[src/rtl/sysmac_pkg.sv]
package sysmac_pkg;

  // Round a real value to the nearest integer, with ties going away from zero.
  function automatic longint rnd_real(input real r);
    if (r >= 0.0) begin
      return longint'($rtoi(r + 0.5));
    end
    return -longint'($rtoi(0.5 - r));
  endfunction

  localparam int LANES = 2;

endpackage

[src/rtl/sysmac_opsel.sv]
// Stage 1: pass-through registers, operand choice, lane sign, partial sum capture.
module sysmac_opsel #(
  parameter int OPW       = 8,
  parameter int SUMW      = 24,
  parameter bit LANE2_SUB = 1'b0
) (
  input  logic                      clk,
  input  logic                      rst_n,
  input  logic [OPW-1:0]            opa1_i,
  input  logic [OPW-1:0]            opb1_i,
  input  logic [OPW-1:0]            opa2_i,
  input  logic [OPW-1:0]            opb2_i,
  input  logic                      pick_i,
  input  logic                      neg1_i,
  input  logic [SUMW-1:0]           acc1_i,
  input  logic [SUMW-1:0]           acc2_i,
  output logic [OPW-1:0]            opa1_o,
  output logic [OPW-1:0]            opb1_o,
  output logic [OPW-1:0]            opa2_o,
  output logic [OPW-1:0]            opb2_o,
  output logic                      pick_o,
  output logic                      neg1_o,
  output logic [1:0][OPW-1:0]       sel_o,
  output logic [1:0]                neg_o,
  output logic [1:0][SUMW-1:0]      acc_o
);

  logic [1:0][OPW-1:0]  sel_d;
  logic [1:0]           neg_d;
  logic [1:0][SUMW-1:0] acc_d;

  always_comb begin
    sel_d[0] = pick_i ? opa1_i : opb1_i;
    sel_d[1] = pick_i ? opa2_i : opb2_i;
    neg_d[0] = neg1_i;
    neg_d[1] = LANE2_SUB;
    acc_d[0] = acc1_i;
    acc_d[1] = acc2_i;
  end

  always_ff @(posedge clk or negedge rst_n) begin
    if (!rst_n) begin
      opa1_o <= '0;
      opb1_o <= '0;
      opa2_o <= '0;
      opb2_o <= '0;
      pick_o <= 1'b0;
      neg1_o <= 1'b0;
      sel_o  <= '0;
      neg_o  <= '0;
      acc_o  <= '0;
    end else begin
      opa1_o <= opa1_i;
      opb1_o <= opb1_i;
      opa2_o <= opa2_i;
      opb2_o <= opb2_i;
      pick_o <= pick_i;
      neg1_o <= neg1_i;
      sel_o  <= sel_d;
      neg_o  <= neg_d;
      acc_o  <= acc_d;
    end
  end

endmodule

[src/rtl/sysmac_cmul.sv]
// Stages 2 and 3: constant multiplier built from a half-operand product table.
module sysmac_cmul #(
  parameter int  OPW   = 8,
  parameter int  FRACW = 12,
  parameter real COEF  = 1.2469796037,
  localparam int HW    = OPW / 2,
  localparam int TW    = FRACW + HW + 1,
  localparam int SW    = TW + HW + 1,
  localparam int PRW   = SW - HW
) (
  input  logic                  clk,
  input  logic                  rst_n,
  input  logic [OPW-1:0]        op_i,
  output logic signed [PRW-1:0] prod_o
);

  localparam int     TBL_N  = 2 ** HW;
  localparam longint KCOR_L = sysmac_pkg::rnd_real(COEF * (2.0 ** HW) * (2.0 ** (FRACW - 1)));
  localparam logic signed [TW-1:0] KCOR = KCOR_L[TW-1:0];
  localparam logic signed [SW-1:0] RND  = SW'(1) <<< (HW - 1);

  logic signed [TW-1:0] tbl [TBL_N];

  // The coefficient table: entry v holds round(COEF * v * 2^(FRACW-1)).
  for (genvar v = 0; v < TBL_N; v++) begin : g_tbl
    localparam longint ENT = sysmac_pkg::rnd_real(COEF * real'(v) * (2.0 ** (FRACW - 1)));
    assign tbl[v] = ENT[TW-1:0];
  end

  logic [HW-1:0]        lo_idx, hi_idx;
  logic signed [TW-1:0] lo_d, hi_d, lo_q, hi_q;
  logic signed [SW-1:0] sum_d;
  logic signed [PRW-1:0] prod_d;

  // Stage 2 next state: the two table reads, plus the sign correction for the high half.
  always_comb begin
    lo_idx = op_i[HW-1:0];
    hi_idx = op_i[OPW-1:HW];
    lo_d   = tbl[lo_idx];
    hi_d   = op_i[OPW-1] ? (tbl[hi_idx] - KCOR) : tbl[hi_idx];
  end

  always_ff @(posedge clk or negedge rst_n) begin
    if (!rst_n) begin
      lo_q <= '0;
      hi_q <= '0;
    end else begin
      lo_q <= lo_d;
      hi_q <= hi_d;
    end
  end

  // Stage 3 next state: a hardwired shift aligns the high half, then the sum is rounded.
  always_comb begin
    sum_d  = (SW'(hi_q) <<< HW) + SW'(lo_q) + RND;
    prod_d = sum_d[SW-1:HW];
  end

  always_ff @(posedge clk or negedge rst_n) begin
    if (!rst_n) begin
      prod_o <= '0;
    end else begin
      prod_o <= prod_d;
    end
  end

endmodule

[src/rtl/sysmac_acc.sv]
// Delays the partial sum and sign to meet the product, then stage 4 accumulates.
module sysmac_acc #(
  parameter int SUMW = 24,
  parameter int PRW  = 18,
  parameter int LAT  = 2
) (
  input  logic                  clk,
  input  logic                  rst_n,
  input  logic [SUMW-1:0]       acc_i,
  input  logic                  neg_i,
  input  logic signed [PRW-1:0] prod_i,
  output logic [SUMW-1:0]       acc_o
);

  logic [SUMW-1:0] acc_pipe [LAT+1];
  logic            neg_pipe [LAT+1];
  logic [SUMW-1:0] acc_d;

  assign acc_pipe[0] = acc_i;
  assign neg_pipe[0] = neg_i;

  for (genvar s = 0; s < LAT; s++) begin : g_dly
    always_ff @(posedge clk or negedge rst_n) begin
      if (!rst_n) begin
        acc_pipe[s+1] <= '0;
        neg_pipe[s+1] <= 1'b0;
      end else begin
        acc_pipe[s+1] <= acc_pipe[s];
        neg_pipe[s+1] <= neg_pipe[s];
      end
    end
  end

  always_comb begin
    if (neg_pipe[LAT]) begin
      acc_d = acc_pipe[LAT] - SUMW'(prod_i);
    end else begin
      acc_d = acc_pipe[LAT] + SUMW'(prod_i);
    end
  end

  always_ff @(posedge clk or negedge rst_n) begin
    if (!rst_n) begin
      acc_o <= '0;
    end else begin
      acc_o <= acc_d;
    end
  end

endmodule

[src/rtl/sysmac_cell.sv]
module sysmac_cell #(
  parameter int  OPW       = 8,
  parameter int  FRACW     = 12,
  parameter int  SUMW      = 24,
  parameter real COEF      = 1.2469796037,
  parameter bit  LANE2_SUB = 1'b0
) (
  input  logic            clk,
  input  logic            rst_n,
  input  logic [OPW-1:0]  opa1_i,
  input  logic [OPW-1:0]  opb1_i,
  input  logic [OPW-1:0]  opa2_i,
  input  logic [OPW-1:0]  opb2_i,
  input  logic            pick_i,
  input  logic            neg1_i,
  input  logic [SUMW-1:0] acc1_i,
  input  logic [SUMW-1:0] acc2_i,
  output logic [OPW-1:0]  opa1_o,
  output logic [OPW-1:0]  opb1_o,
  output logic [OPW-1:0]  opa2_o,
  output logic [OPW-1:0]  opb2_o,
  output logic            pick_o,
  output logic            neg1_o,
  output logic [SUMW-1:0] acc1_o,
  output logic [SUMW-1:0] acc2_o
);

  localparam int HW      = OPW / 2;
  localparam int TW      = FRACW + HW + 1;
  localparam int PRW     = TW + 1;
  localparam int MUL_LAT = 2;
  localparam int NL      = sysmac_pkg::LANES;

  logic [NL-1:0][OPW-1:0]  sel_q;
  logic [NL-1:0]           neg_q;
  logic [NL-1:0][SUMW-1:0] acc_q;
  logic [NL-1:0][SUMW-1:0] acc_res;

  sysmac_opsel #(
    .OPW(OPW), .SUMW(SUMW), .LANE2_SUB(LANE2_SUB)
  ) u_opsel (
    .clk(clk), .rst_n(rst_n),
    .opa1_i(opa1_i), .opb1_i(opb1_i), .opa2_i(opa2_i), .opb2_i(opb2_i),
    .pick_i(pick_i), .neg1_i(neg1_i), .acc1_i(acc1_i), .acc2_i(acc2_i),
    .opa1_o(opa1_o), .opb1_o(opb1_o), .opa2_o(opa2_o), .opb2_o(opb2_o),
    .pick_o(pick_o), .neg1_o(neg1_o),
    .sel_o(sel_q), .neg_o(neg_q), .acc_o(acc_q)
  );

  for (genvar g = 0; g < NL; g++) begin : g_lane
    logic signed [PRW-1:0] prod;

    sysmac_cmul #(
      .OPW(OPW), .FRACW(FRACW), .COEF(COEF)
    ) u_cmul (
      .clk(clk), .rst_n(rst_n), .op_i(sel_q[g]), .prod_o(prod)
    );

    sysmac_acc #(
      .SUMW(SUMW), .PRW(PRW), .LAT(MUL_LAT)
    ) u_acc (
      .clk(clk), .rst_n(rst_n), .acc_i(acc_q[g]), .neg_i(neg_q[g]),
      .prod_i(prod), .acc_o(acc_res[g])
    );
  end

  assign acc1_o = acc_res[0];
  assign acc2_o = acc_res[1];

endmodule

[config.mk]
export PLATFORM = sky130hd
export DESIGN_NAME = sysmac_cell
export DESIGN_NICKNAME = d
export VERILOG_FILES = /design/src/rtl/sysmac_pkg.sv /design/src/rtl/sysmac_opsel.sv /design/src/rtl/sysmac_cmul.sv /design/src/rtl/sysmac_acc.sv /design/src/rtl/sysmac_cell.sv
export SDC_FILE = /design/constraint.sdc
export NUM_CORES = 1
export LEC_CHECK = 0
export BUFFER_PORTS_ARGS = -buffer_cell sky130_fd_sc_hd__buf_2
export CAP_MARGIN = 40
export CORE_MARGIN = 2
export CORE_UTILIZATION = 57
export CTS_CLUSTER_SIZE = 16
export DETAILED_ROUTE_END_ITERATION = 8
export PLACE_DENSITY = 0.76
export SYNTH_ARGS = -nofsm -noshare
export SYNTH_HDL_FRONTEND = slang
export SYNTH_SLANG_ARGS = --single-unit
[constraint.sdc]
create_clock -name clk -period 7.4 [get_ports clk]
set_input_delay 1.48 -clock clk [delete_from_list [all_inputs] [get_ports clk]]
set_output_delay 1.48 -clock clk [all_outputs]
set_load 0.05 [all_outputs]
==> results by group <==
Outcome
  • Outcome: complete, no violations

Power and ir drop
  • P_int: 3.940 mW
  • Combinational Power Share: about a third
  • Static Leakage: around 7.8 nW
  • Pwr dens: 370.5 nW/um^2
  • Sw frac: 36.18%
  • Sequential fraction of design power: 37.8%
  • Peak supply drop: 273.9 uV
  • Clock power share: 27.1%
  • Sw Pwr: 2.233 mW

Clock tree
  • CTS tree: built
  • Worst-path clk slew: 0.06 ns
  • Worst-Skew Late Latency: roughly 0.50 ns
  • # H-tree levels: 2
  • Sink Count: ~340
  • CTS Buf Count: 36
  • Post-CTS resize count: 0
  • Root Driver: clkbuf_16
  • Cts hold-fix bufs: 0
  • CTS Buffer Depth: 3
  • # Post-CTS Setup Buffers: 0

Synthesis
  • Area of the mapped netlist: roughly 14,000 um^2
  • Top post-synthesis cells by area: dfrtp_1 (59%), ha_1 (8.1%), xnor2_1 (4.3%)
  • Synth area leader: dfrtp_1
  • Syn_area_per_cell: approximately 12 um^2
  • Share of the synthesized area in the top cell type: 58.54%
  • Net Count, Synth: 1,392
  • Post-synthesis sequential area ratio: 58.54%
  • Top FF cell, synth: dfrtp_1
  • Async set or reset register ratio after synthesis: between 90% and 100%
  • Cells after Synth: between 1,000 and 1,500
  • Cell variety after synth: 64
  • Yosys Warn Count: 0
  • Number of flops mapped to enable cells by yosys: 0
  • Synth Register Bits: 336

Timing
  • Fin Setup TNS: 0 ns
  • RSZ-0062 raised after global routing: false
  • Final Hold Fails: 0
  • Worst slew margin: 46.23%
  • FMAX: 239.0 MHz
  • Slew @ Worst Pin: 0.8065 ns
  • Tcrit/Tclk final: 56.54%
  • Min Tclk post-route: 4.184 ns
  • Clk_skew: 0.007705 ns
  • Final setup viols: 0
  • Fin. max-slew vios: 0

Routing
  • DRC: 0
  • Wire per inst: 15.38 um
  • Post-Route WL: 26,700 um
  • Via total after detailed routing: 9,500
  • Drt pass-1 iters: 5
  • Vias/cell: 5.472
  • DRT iter0 DRCs: 606
  • Routed Antenna Nets: 0

Placement
  • Detailed placement HPWL: 18,930 um
  • PortBufs: around 170
  • Post-Place Cells: about 1,700
  • Routability cong.: 0.9082

Finish
  • Non-Filler Instances: 1,736
  • Area Growth Syn to Fin: 16.02%
  • Final Core Density: 66.76%
  • Layout cells sized above 1: 18.29%
  • Number of nets in the layout: 1,567
  • Most frequent cells in the layout: dfrtp_1 (336), buf_2 (164), ha_1 (93)
  • Commonest non-fill, non-tap cell in the layout: dfrtp_1

Worst setup path
  • Crit. End Element: flop
  • Flop2flop setup slack: about 3.2 ns
  • Crit-path leading delay family: compound AO/OA/AOI/OAI gates
  • Crit path required time: 7.79 ns
  • Arr. time, crit path: roughly 4.6 ns
  • CP cell instances: nor3_1 -> and3b_1 -> nor4bb_1 -> a31oi_1 -> xnor2_1 -> ha_1 -> a21o_1 -> a21o_1 -> a211o_1 -> a211oi_1 -> a21oi_1 -> and4_1 -> a2111oi_2
  • Reg-to-reg endpoint: g_lane[0].u_acc.acc_o[23]
  • Depth of the most critical reg-to-reg path: 13
  • Crit path from: g_lane[0].u_cmul.prod_o[3]
  • Reg2reg start: g_lane[0].u_cmul.prod_o[3]
  • Slowest Stage Delay on Critical Path: 0.62 ns
  • Critical path's slowest cell: nor4bb_1
  • Most frequent CP cell: a21o_1
  • Setup crit start kind: flop
  • Crit Path Class: flop to flop
  • CP max FO: 5
  • WP buf/inv: 0

GRT
  • Initial antenna violation count: 2
  • Gr usage total: 20.42%
  • Global-route wire length before repair: 43,990 um
  • Largest net degree at the start of global routing: approximately 130
  • Grt ovf: 0
  • Number of global-route vias before repair: 9,210

Floorplanning
  • IO Pins: 166
  • Core Area: between 20,000 and 25,000 um^2
  • Die Ht: 162.7 um
  • Die Area: roughly 26,000 um^2
  • Core Rows: a little under 60
  • Die Wd: about 160 um
  • Starting Density: 57.54%

Hold path
  • Hold crit path type: flop to flop
  • Hold path start: g_lane[1].u_acc.acc_pipe[27]
  • Hold EP: g_lane[1].u_acc.acc_pipe[3]
  • Hold Path Depth: 0

Run
  • MaxCap Viol Count: 0
==> layer usage <==
layer | vias to the layer above | GRT usage [%] | wire length [um]
li1 | 4609 | - | -
met1 | 4494 | 30.19 | 12610
met2 | 332 | 30.39 | 11640
met3 | 63 | 4.482 | 1755
met4 | 2 | 6.516 | 674
met5 | - | 0 | 13
==> layout make-up <==
| class | count | area, um^2 |
|---|---|---|
| sequential | 336 | 8408 |
| fill | 1866 | 8299 |
| multi-input combinational | 794 | 5652 |
| clock buffer | 47 | 1033 |
| timing repair buffer | 169 | 885.9 |
| tap | 330 | 412.9 |
| inverter | 49 | 183.9 |
| clock inverter | 10 | 86.33 |
| antenna | 1 | 2.502 |
==> cells in the mapped netlist, types with 3 or more instances <==
cell type and count:
dfrtp_1 336, ha_1 93, nor2_1 90, a21oi_1 79, xnor2_1 71, o21ai_0 68
nand2_1 66, inv_1 48, a21o_1 35, clkbuf_1 28, xor2_1 25, mux2_2 17
nor3_1 17, nand3_1 16, a211oi_1 13, a31oi_1 13, and3_1 12, mux2i_1 12
o31ai_1 12, o21a_1 11, o21bai_1 11, nand2b_1 10, o211ai_1 10, nor2b_1 9
and2_1 8, nand4_1 8, a2111oi_0 6, o22ai_1 6, o31a_1 6, nor4_1 5
a31o_2 4, buf_1 4, fa_1 4, or2_2 4, or3_1 4, or4_1 4
a211o_1 3, a21boi_0 3, a221o_1 3, nor3b_1 3, o41ai_1 3
==> worst reg2reg max path: stages (launching register included) <==
cell,delay [ns]
dfrtp_1,0.40
nor3_1,0.39
and3b_1,0.26
nor4bb_1,0.62
a31oi_1,0.20
xnor2_1,0.16
ha_1,0.37
a21o_1,0.19
a21o_1,0.19
a211o_1,0.29
a211oi_1,0.27
a21oi_1,0.20
and4_1,0.23
a2111oi_2,0.31
==> flip-flops by register name (all words and copies together), names as in the netlist <==
name                   cells
u_opsel.pick_o             1
u_opsel.sel_o             16
u_opsel.opa1_o             8
g_lane.u_acc.acc_pipe     96
g_lane.u_cmul.hi_q        34
u_opsel.opa2_o             8
u_opsel.neg_o              1
u_opsel.opb2_o             8
g_lane.u_cmul.lo_q        22
g_lane.u_acc.neg_pipe      2
g_lane.u_cmul.prod_o      36
g_lane.u_acc.acc_o        48
u_opsel.acc_o             48
u_opsel.opb1_o             8
==> power groups by stage <==
stage               Sequential [mW]  Clock [mW]  Combinational, mW
finish                         2.33        1.68               2.17
global route                   2.36        1.81               2.38
CTS                            2.33        1.72               2.17
detailed placement             2.36           0               2.15
global placement               2.35           0               2.10
floorplan                      2.79           0               1.21
==> logic make-up (layout without fill, tap and decap cells) <==
| logic type | after synthesis | in the layout | share of synthesized area [%] |
|---|---|---|---|
| multiplexers | 29 | 29 | 2.169 |
| flip-flops | 336 | 336 | 58.54 |
| XOR/XNOR | 96 | 96 | 5.854 |
| AO/OA/AOI/OAI | 306 | 306 | 13.78 |
| other | 0 | 1 | 0 |
| adder cells (fa/ha/maj) | 97 | 97 | 8.659 |
| AND/OR/NAND/NOR | 266 | 266 | 8.885 |
| buffers and inverters | 81 | 275 | 2.117 |
==> how the worst max path moves through the flow <==
stage	end	cells after the start	slack (ns)
final	g_lane[0].u_acc.acc_o[23]	13	3.22
after global placement	g_lane[0].u_acc.acc_o[23]	13	3.49
after CTS	g_lane[0].u_acc.acc_o[23]	13	3.30
after global routing	g_lane[0].u_acc.acc_o[23]	13	2.96
after detailed placement	g_lane[0].u_acc.acc_o[23]	13	3.33
after floorplan	g_lane[0].u_acc.acc_o[23]	13	3.82
==> metrics by stage <==
step / power, mW / hold WS, ns / setup slack (ns) / cell area (um^2)
4_1_cts: 6.224 / 0.3448 / 3.298 / 16660
3_5_place_dp: 4.509 / 0.3347 / 3.329 / 15540
6_report: 6.173 / 0.3427 / 3.216 / 16660
5_1_grt: 6.547 / 0.3478 / 2.963 / 16660
3_3_place_gp: 4.454 / 0.3327 / 3.486 / 15530
2_1_floorplan: 3.998 / 0.3312 / 3.820 / 14360
No activity file was read; power rests on OpenSTA's default activity.
